--- config.mk ---
export PLATFORM = sky130hd
export DESIGN_NAME = pt_retry_ctrl
export DESIGN_NICKNAME = d
export VERILOG_FILES = /design/src/rtl/ptrc_pkg.sv /design/src/rtl/ptrc_phase_timer.sv /design/src/rtl/ptrc_status_regs.sv /design/src/rtl/ptrc_ctrl.sv /design/src/rtl/pt_retry_ctrl.sv
export SDC_FILE = /design/constraint.sdc
export NUM_CORES = 1
export LEC_CHECK = 0
export ABC_CLOCK_PERIOD_IN_PS = 3200
export BUFFER_PORTS_ARGS = -buffer_cell sky130_fd_sc_hd__buf_2
export CORE_MARGIN = 1.5
export CORE_UTILIZATION = 56
export DETAILED_ROUTE_END_ITERATION = 12
export MAX_ROUTING_LAYER = met4
export PLACE_DENSITY = 0.77
export SLEW_MARGIN = 0
export SYNTH_ARGS = -nofsm -noshare
export SYNTH_HDL_FRONTEND = slang
export SYNTH_HIERARCHICAL = 1
export SYNTH_SLANG_ARGS = --single-unit
--- constraint.sdc ---
create_clock -name clk -period 3.2 [get_ports clk]
set_input_delay 0.16 -clock clk [delete_from_list [all_inputs] [get_ports clk]]
set_output_delay 0.16 -clock clk [all_outputs]
set_load 0.01 [all_outputs]
--- src/rtl/ptrc_pkg.sv ---
package ptrc_pkg;

    typedef enum logic [1:0] {
        ST_IDLE  = 2'd0,
        ST_XFER  = 2'd1,
        ST_DRAIN = 2'd2
    } xfer_state_e;

    // events from the control FSM to the status registers
    typedef struct packed {
        logic start;
        logic dir_wr;
        logic drop_burst;
        logic retire;
    } stat_evt_t;

    // local-side status as seen on the ports
    typedef struct packed {
        logic attn;
        logic burst;
        logic dir_wr;
    } loc_status_t;

    function automatic int max_int(input int a, input int b);
        return (a > b) ? a : b;
    endfunction

endpackage

--- src/rtl/ptrc_phase_timer.sv ---
module ptrc_phase_timer #(
    parameter int TW = 4
) (
    input  logic          clk,
    input  logic          rst,
    input  logic          clr,
    input  logic [TW-1:0] limit,
    output logic          expire
);
    logic [TW-1:0] cnt;

    always_ff @(posedge clk) begin
        if (rst || clr) begin
            cnt <= '0;
        end else if (cnt != '1) begin
            cnt <= cnt + TW'(1);
        end
    end

    // the edge sampled with this value is the last one that may carry ready
    assign expire = (cnt == limit - TW'(1));

endmodule

--- src/rtl/ptrc_status_regs.sv ---
module ptrc_status_regs
    import ptrc_pkg::*;
(
    input  logic        clk,
    input  logic        rst,
    input  stat_evt_t   evt,
    output loc_status_t stat
);
    always_ff @(posedge clk) begin
        if (rst) begin
            stat <= '0;
        end else if (evt.start) begin
            stat.attn   <= 1'b1;
            stat.burst  <= 1'b1;
            stat.dir_wr <= evt.dir_wr;
        end else if (evt.retire) begin
            stat <= '0;
        end else if (evt.drop_burst) begin
            stat.burst <= 1'b0;
        end
    end

endmodule

--- src/rtl/ptrc_ctrl.sv ---
module ptrc_ctrl
    import ptrc_pkg::*;
#(
    parameter int DEPTH = 2,
    parameter int OW    = 2
) (
    input  logic      clk,
    input  logic      rst,
    input  logic      frame,
    input  logic      is_wr,
    input  logic      loc_ready,
    input  logic      loc_wr,
    input  logic      cur_wr,
    input  logic      t_expire,
    output logic      trdy,
    output logic      stop,
    output logic      t_clr,
    output logic      first_sel,
    output stat_evt_t evt
);
    localparam logic [OW-1:0] DEPTH_V = OW'(DEPTH);

    xfer_state_e   state, state_n;
    logic          trdy_n, stop_n, seen, seen_n;
    logic [OW-1:0] ph, ph_n;   // accepted phases, later the pending write entries

    assign first_sel = (ph == '0);

    always_comb begin
        state_n = state;
        trdy_n  = trdy;
        stop_n  = stop;
        ph_n    = ph;
        seen_n  = seen;
        t_clr   = 1'b0;
        evt     = '0;

        if (stop && !frame) begin
            stop_n = 1'b0;
        end

        case (state)
            ST_IDLE: begin
                if (frame && !stop) begin
                    state_n    = ST_XFER;
                    evt.start  = 1'b1;
                    evt.dir_wr = is_wr;
                    t_clr      = 1'b1;
                    seen_n     = 1'b0;
                    trdy_n     = is_wr;
                    ph_n       = is_wr ? OW'(1) : '0;
                end
            end
            ST_XFER: begin
                if (!frame) begin
                    trdy_n         = 1'b0;
                    evt.drop_burst = 1'b1;
                    if (cur_wr && ph != '0) begin
                        state_n = ST_DRAIN;
                    end else begin
                        state_n    = ST_IDLE;
                        evt.retire = 1'b1;
                    end
                end else if (cur_wr && ph < DEPTH_V) begin
                    trdy_n = 1'b1;           // buffer has room: take it at once
                    ph_n   = ph + OW'(1);
                    t_clr  = 1'b1;
                end else if (trdy) begin
                    trdy_n = 1'b0;
                end else if (loc_ready) begin
                    trdy_n = 1'b1;
                    t_clr  = 1'b1;
                    if (ph < DEPTH_V) begin
                        ph_n = ph + OW'(1);
                    end
                end else if (t_expire) begin
                    stop_n         = 1'b1;
                    evt.drop_burst = 1'b1;
                    state_n        = ST_DRAIN;
                end
            end
            ST_DRAIN: begin
                if (cur_wr) begin
                    if (loc_ready) begin
                        if (ph <= OW'(1)) begin
                            ph_n       = '0;
                            state_n    = ST_IDLE;
                            evt.retire = 1'b1;
                        end else begin
                            ph_n = ph - OW'(1);
                        end
                    end
                end else begin
                    if (loc_wr) begin
                        seen_n = 1'b1;
                    end
                    if (loc_ready && (seen || loc_wr)) begin
                        state_n    = ST_IDLE;
                        evt.retire = 1'b1;
                    end
                end
            end
            default: state_n = ST_IDLE;
        endcase
    end

    always_ff @(posedge clk) begin
        if (rst) begin
            state <= ST_IDLE;
            trdy  <= 1'b0;
            stop  <= 1'b0;
            ph    <= '0;
            seen  <= 1'b0;
        end else begin
            state <= state_n;
            trdy  <= trdy_n;
            stop  <= stop_n;
            ph    <= ph_n;
            seen  <= seen_n;
        end
    end

endmodule

--- src/rtl/pt_retry_ctrl.sv ---
module pt_retry_ctrl
    import ptrc_pkg::*;
#(
    parameter int FIRST_LIMIT  = 15,
    parameter int NEXT_LIMIT   = 8,
    parameter int WR_BUF_DEPTH = 2
) (
    input  logic clk,
    input  logic rst,
    input  logic bus_frame,
    input  logic bus_is_wr,
    output logic bus_trdy,
    output logic bus_stop,
    input  logic loc_ready,
    input  logic loc_wr,
    output logic loc_attn,
    output logic loc_burst,
    output logic loc_is_wr
);
    localparam int MAXL = max_int(FIRST_LIMIT, NEXT_LIMIT);
    localparam int TW   = $clog2(MAXL + 1);
    localparam int OW   = $clog2(WR_BUF_DEPTH + 1);

    stat_evt_t     evt;
    loc_status_t   stat;
    logic          t_clr, t_expire, first_sel;
    logic [TW-1:0] limit;

    assign limit = first_sel ? TW'(FIRST_LIMIT) : TW'(NEXT_LIMIT);

    ptrc_ctrl #(
        .DEPTH (WR_BUF_DEPTH),
        .OW    (OW)
    ) u_ctrl (
        .clk       (clk),
        .rst       (rst),
        .frame     (bus_frame),
        .is_wr     (bus_is_wr),
        .loc_ready (loc_ready),
        .loc_wr    (loc_wr),
        .cur_wr    (stat.dir_wr),
        .t_expire  (t_expire),
        .trdy      (bus_trdy),
        .stop      (bus_stop),
        .t_clr     (t_clr),
        .first_sel (first_sel),
        .evt       (evt)
    );

    ptrc_phase_timer #(
        .TW (TW)
    ) u_timer (
        .clk    (clk),
        .rst    (rst),
        .clr    (t_clr),
        .limit  (limit),
        .expire (t_expire)
    );

    ptrc_status_regs u_stat (
        .clk  (clk),
        .rst  (rst),
        .evt  (evt),
        .stat (stat)
    );

    assign loc_attn  = stat.attn;
    assign loc_burst = stat.burst;
    assign loc_is_wr = stat.dir_wr;

endmodule

==> metrics.md <==
| Metric | Value |
|---|---|
| R2R Setup Slk | 0.42 ns |
| Slowest-stage cell, CP | a222oi_1 |
| Syn_nets | 130 |
| Final Cycle Share | 87.00% |
| Worst hold start | bus_frame |
| Cell Chain, Critical Path | inv_1 > ha_1 > inv_1 > ha_1 > xnor2_1 > nor4_1 > nand3_1 > a222oi_1 > mux2i_1 |
| N_diodes | 0 |
| Vias per cell | 6.063 |
| DRC | 0 |
| CTS Buf Count | 3 |
| GPL Wtd Cong | 0.8356 |
| Syn Inst Count | 114 |
| Root buffer cell | clkbuf_4 |
| Worst R2R Start | u_ctrl/ph[1]$_SDFFE_PP0P_ |
| Synth cell types | 42 |
| Wire length per cell | 14.92 microns |
| Layout area overhead | 9.975% |
| WS Path Type | register to register |
| WHS Path Cells | 2 |
| Max Freq | 0.3592 GHz |
| Slew @ Worst Pin | 0.5698 ns |
| Hold path endpoint | u_ctrl/stop$_SDFF_PP0_ |
| Final nets | 143 |
| Mapped Avg Cell Area | 8.693 sq um |
| Max VDD drop | 420.3 uV |
| CORE AREA | 1689 sq um |
| Pin count of the biggest net entering global routing | 19 |
| Post-layout util | 64.52% |
| Sequential share of the synthesized area | 28.28% |
| CP Launch Type | register |
| Initial detailed-routing violation count | 22 |
| IO Port Bufs | 10 |
| Non-Filler Instances | 143 |
| Initial Util | 58.67% |
| Postcts setup bufs | 0 |
| Setup WS post-layout | 0.4161 ns |
| Die height | 45.07 microns |
| Setup_tns | 0 ns |
| Hpwl dp | 1581 microns |
| Hold slack | 0.2040 ns |
| Via count | 867 |
| Final setup violation count | 0 |
| Drt pass-1 iters | 6 |
| First-pass GRT wire length | 3415 microns |
| Max-slew violations | 0 |
| Worst R2R Path Depth | 9 |
| Crit. End Element | register |
| Cell taking the most area after synthesis | dfxtp_1 |
| Top Ports | 11 |
| Final Cell Area | 1090 sq um |
| Worst Hold Class | input port to register |
| DRT Wirelength | 2133 microns |
| Yosys reg bits | 14 |
| Number of synthesized flops with an enable pin | 0 |
| Min cycle time layout | 2.784 ns |
| Pre-CTS setup slack | 0.4583 ns |
| Clock Path Buffers | 2 |
| Critical path fanouts, max | 8 |
| FP Rows | 15 |
| CP required | 3.42 ns |
| RSZ-0062 raised after global routing | no |
| CTS Sinks | 14 |
| All-Layer GR Usage | 23.94% |
| Clk_lat worst skew | 0.29 ns |
| Final ANT Viol Nets | 0 |
| R2r endpoint | u_ctrl/state[1]$_SDFFE_PP0P_ |
| Die X | 45.07 microns |
| Initial antenna violation count | 0 |
| Power density over the cells | 690.0 nW/um^2 |
| Final hold vios | 0 |
| Top_reg_cell synth | dfxtp_1 |
| CTS tree | built |
| DP Area | 1054 sq um |
| CP max stage delay | 0.57 ns |
| Total power | 0.7520 mW |
| Worst path arrival time | 3.01 ns |
| Synthesized area | 991.0 sq um |
| Yosys top cell area share | 28.28% |
| LEAKAGE | 0.4683 nW |
| Post_cts resized | 0 |
| Worst-path clk slew | 0.09 ns |
| Rel. slew slack | 62.01% |
| Area of the die | 2031 sq um |
| H-tree depth | 1 |
| Hold_buf cts | 0 |
| Placed cells | 139 |
| Status | complete, no violations |
| Layout cell share with drive strength beyond 1 | 15.87% |
| Clock skew | 0.001413 ns |
| Total grt overflow | 0 |
| Max-cap violation count | 0 |
| Ys Warns | 6 |
| Ranking of synthesized cells by area | dfxtp_1 28%, ha_1 13%, xnor2_1 6.2%, nand2b_1 4.4%, mux2i_1 4.0% |
| Async SR Flop Fraction | 0% |
| Vias in the first global route | 770 |
-- cells in the mapped netlist, drive strengths merged (2+ instances only) --
master / count
a2111oi: 2
a211oi: 3
a21boi: 2
a21oi: 5
a22oi: 2
and2: 2
dfxtp: 14
ha: 10
inv: 11
mux2i: 4
nand2: 5
nand2b: 8
nand3: 3
nor2: 7
nor2b: 2
nor3: 4
nor3b: 2
nor4: 2
or3b: 3
xnor2: 7
-- cell type report --
type / instances / area (sq um)
Timing Repair Buffer: 10 / 50.05
Tap cell: 17 / 21.27
Sequential cell: 14 / 280.3
Clock buffer: 4 / 36.28
Inverter: 11 / 41.29
Fill cell: 164 / 599.3
Multi-Input combinational cell: 87 / 660.6
-- how the worst max path moves through the flow --
stage,startpoint,endpoint
4_1_cts,u_ctrl/ph[1]$_SDFFE_PP0P_,u_ctrl/state[1]$_SDFFE_PP0P_
2_1_floorplan,u_ctrl/ph[1]$_SDFFE_PP0P_,u_ctrl/state[0]$_SDFFE_PP0P_
3_5_place_dp,u_ctrl/ph[1]$_SDFFE_PP0P_,u_ctrl/state[1]$_SDFFE_PP0P_
5_1_grt,u_ctrl/ph[1]$_SDFFE_PP0P_,u_ctrl/state[1]$_SDFFE_PP0P_
6_report,u_ctrl/ph[1]$_SDFFE_PP0P_,u_ctrl/state[1]$_SDFFE_PP0P_
3_3_place_gp,u_ctrl/ph[1]$_SDFFE_PP0P_,u_ctrl/state[0]$_SDFFE_PP0P_
-- routing by layer --
layer / global-route usage (%) / routed length [microns] / vias up
met4: 10.00 / 22 / 0
met3: 5.200 / 74 / 4
met1: 28.22 / 948 / 407
met5: - / 0 / -
met2: 39.14 / 1087 / 28
li1: - / - / 428
-- critical path, delay by kind of cell (launching register included) --
kind | cells | cell delay [ns]
xor gates and xnor gates | 1 | 0.12
and+or+nand+nor | 2 | 0.49
muxes | 1 | 0.24
adders and majority gates | 2 | 0.70
DFF | 1 | 0.36
buffers and inverters | 2 | 0.22
AOI/OAI and AO/OA | 1 | 0.57
-- cells by family (layout without fill, tap and decap cells) --
family                   after synthesis  after routing  synth area share, %
AND/OR/NAND/NOR                       40             40                23.23
AO/OA/AOI/OAI                         24             24                19.07
flip-flops                            14             14                28.28
buffers and inverters                 13             25                5.050
adder cells (fa/ha/maj)               10             10                12.63
XOR/XNOR                               7              7                6.187
multiplexers                           5              5                5.177
other                                  1              1               0.3784
-- state kept, by name, summed over array words and instances, names as in the netlist --
signal	flops
u_ctrl/stop	1
u_stat/stat	3
u_ctrl/state	2
u_ctrl/ph	2
u_ctrl/trdy	1
u_ctrl/seen	1
u_timer/cnt	4
-- cells in the final DEF (no fill, tap or decap), types with 2 or more instances in the layout --
cell type  count
dfxtp_1       14
buf_2         10
inv_1         10
ha_1          10
nand2b_1       7
nor2_1         7
xnor2_1        7
nand2_1        5
a21oi_1        4
mux2i_1        4
clkbuf_4       3
nand3_1        3
a211oi_1       3
nor3_1         3
nor2b_1        2
and2_1         2
a21boi_0       2
nor3b_1        2
a22oi_1        2
or3b_1         2
nor4_1         2
-- report_power, final --
group          internal (mW)  total (mW)  switching (mW)
Clock                 0.0693       0.134          0.0642
Combinational          0.167       0.365           0.198
Sequential             0.209       0.253          0.0439
Total                  0.446       0.752           0.306
(Power assumes the default switching activity.)
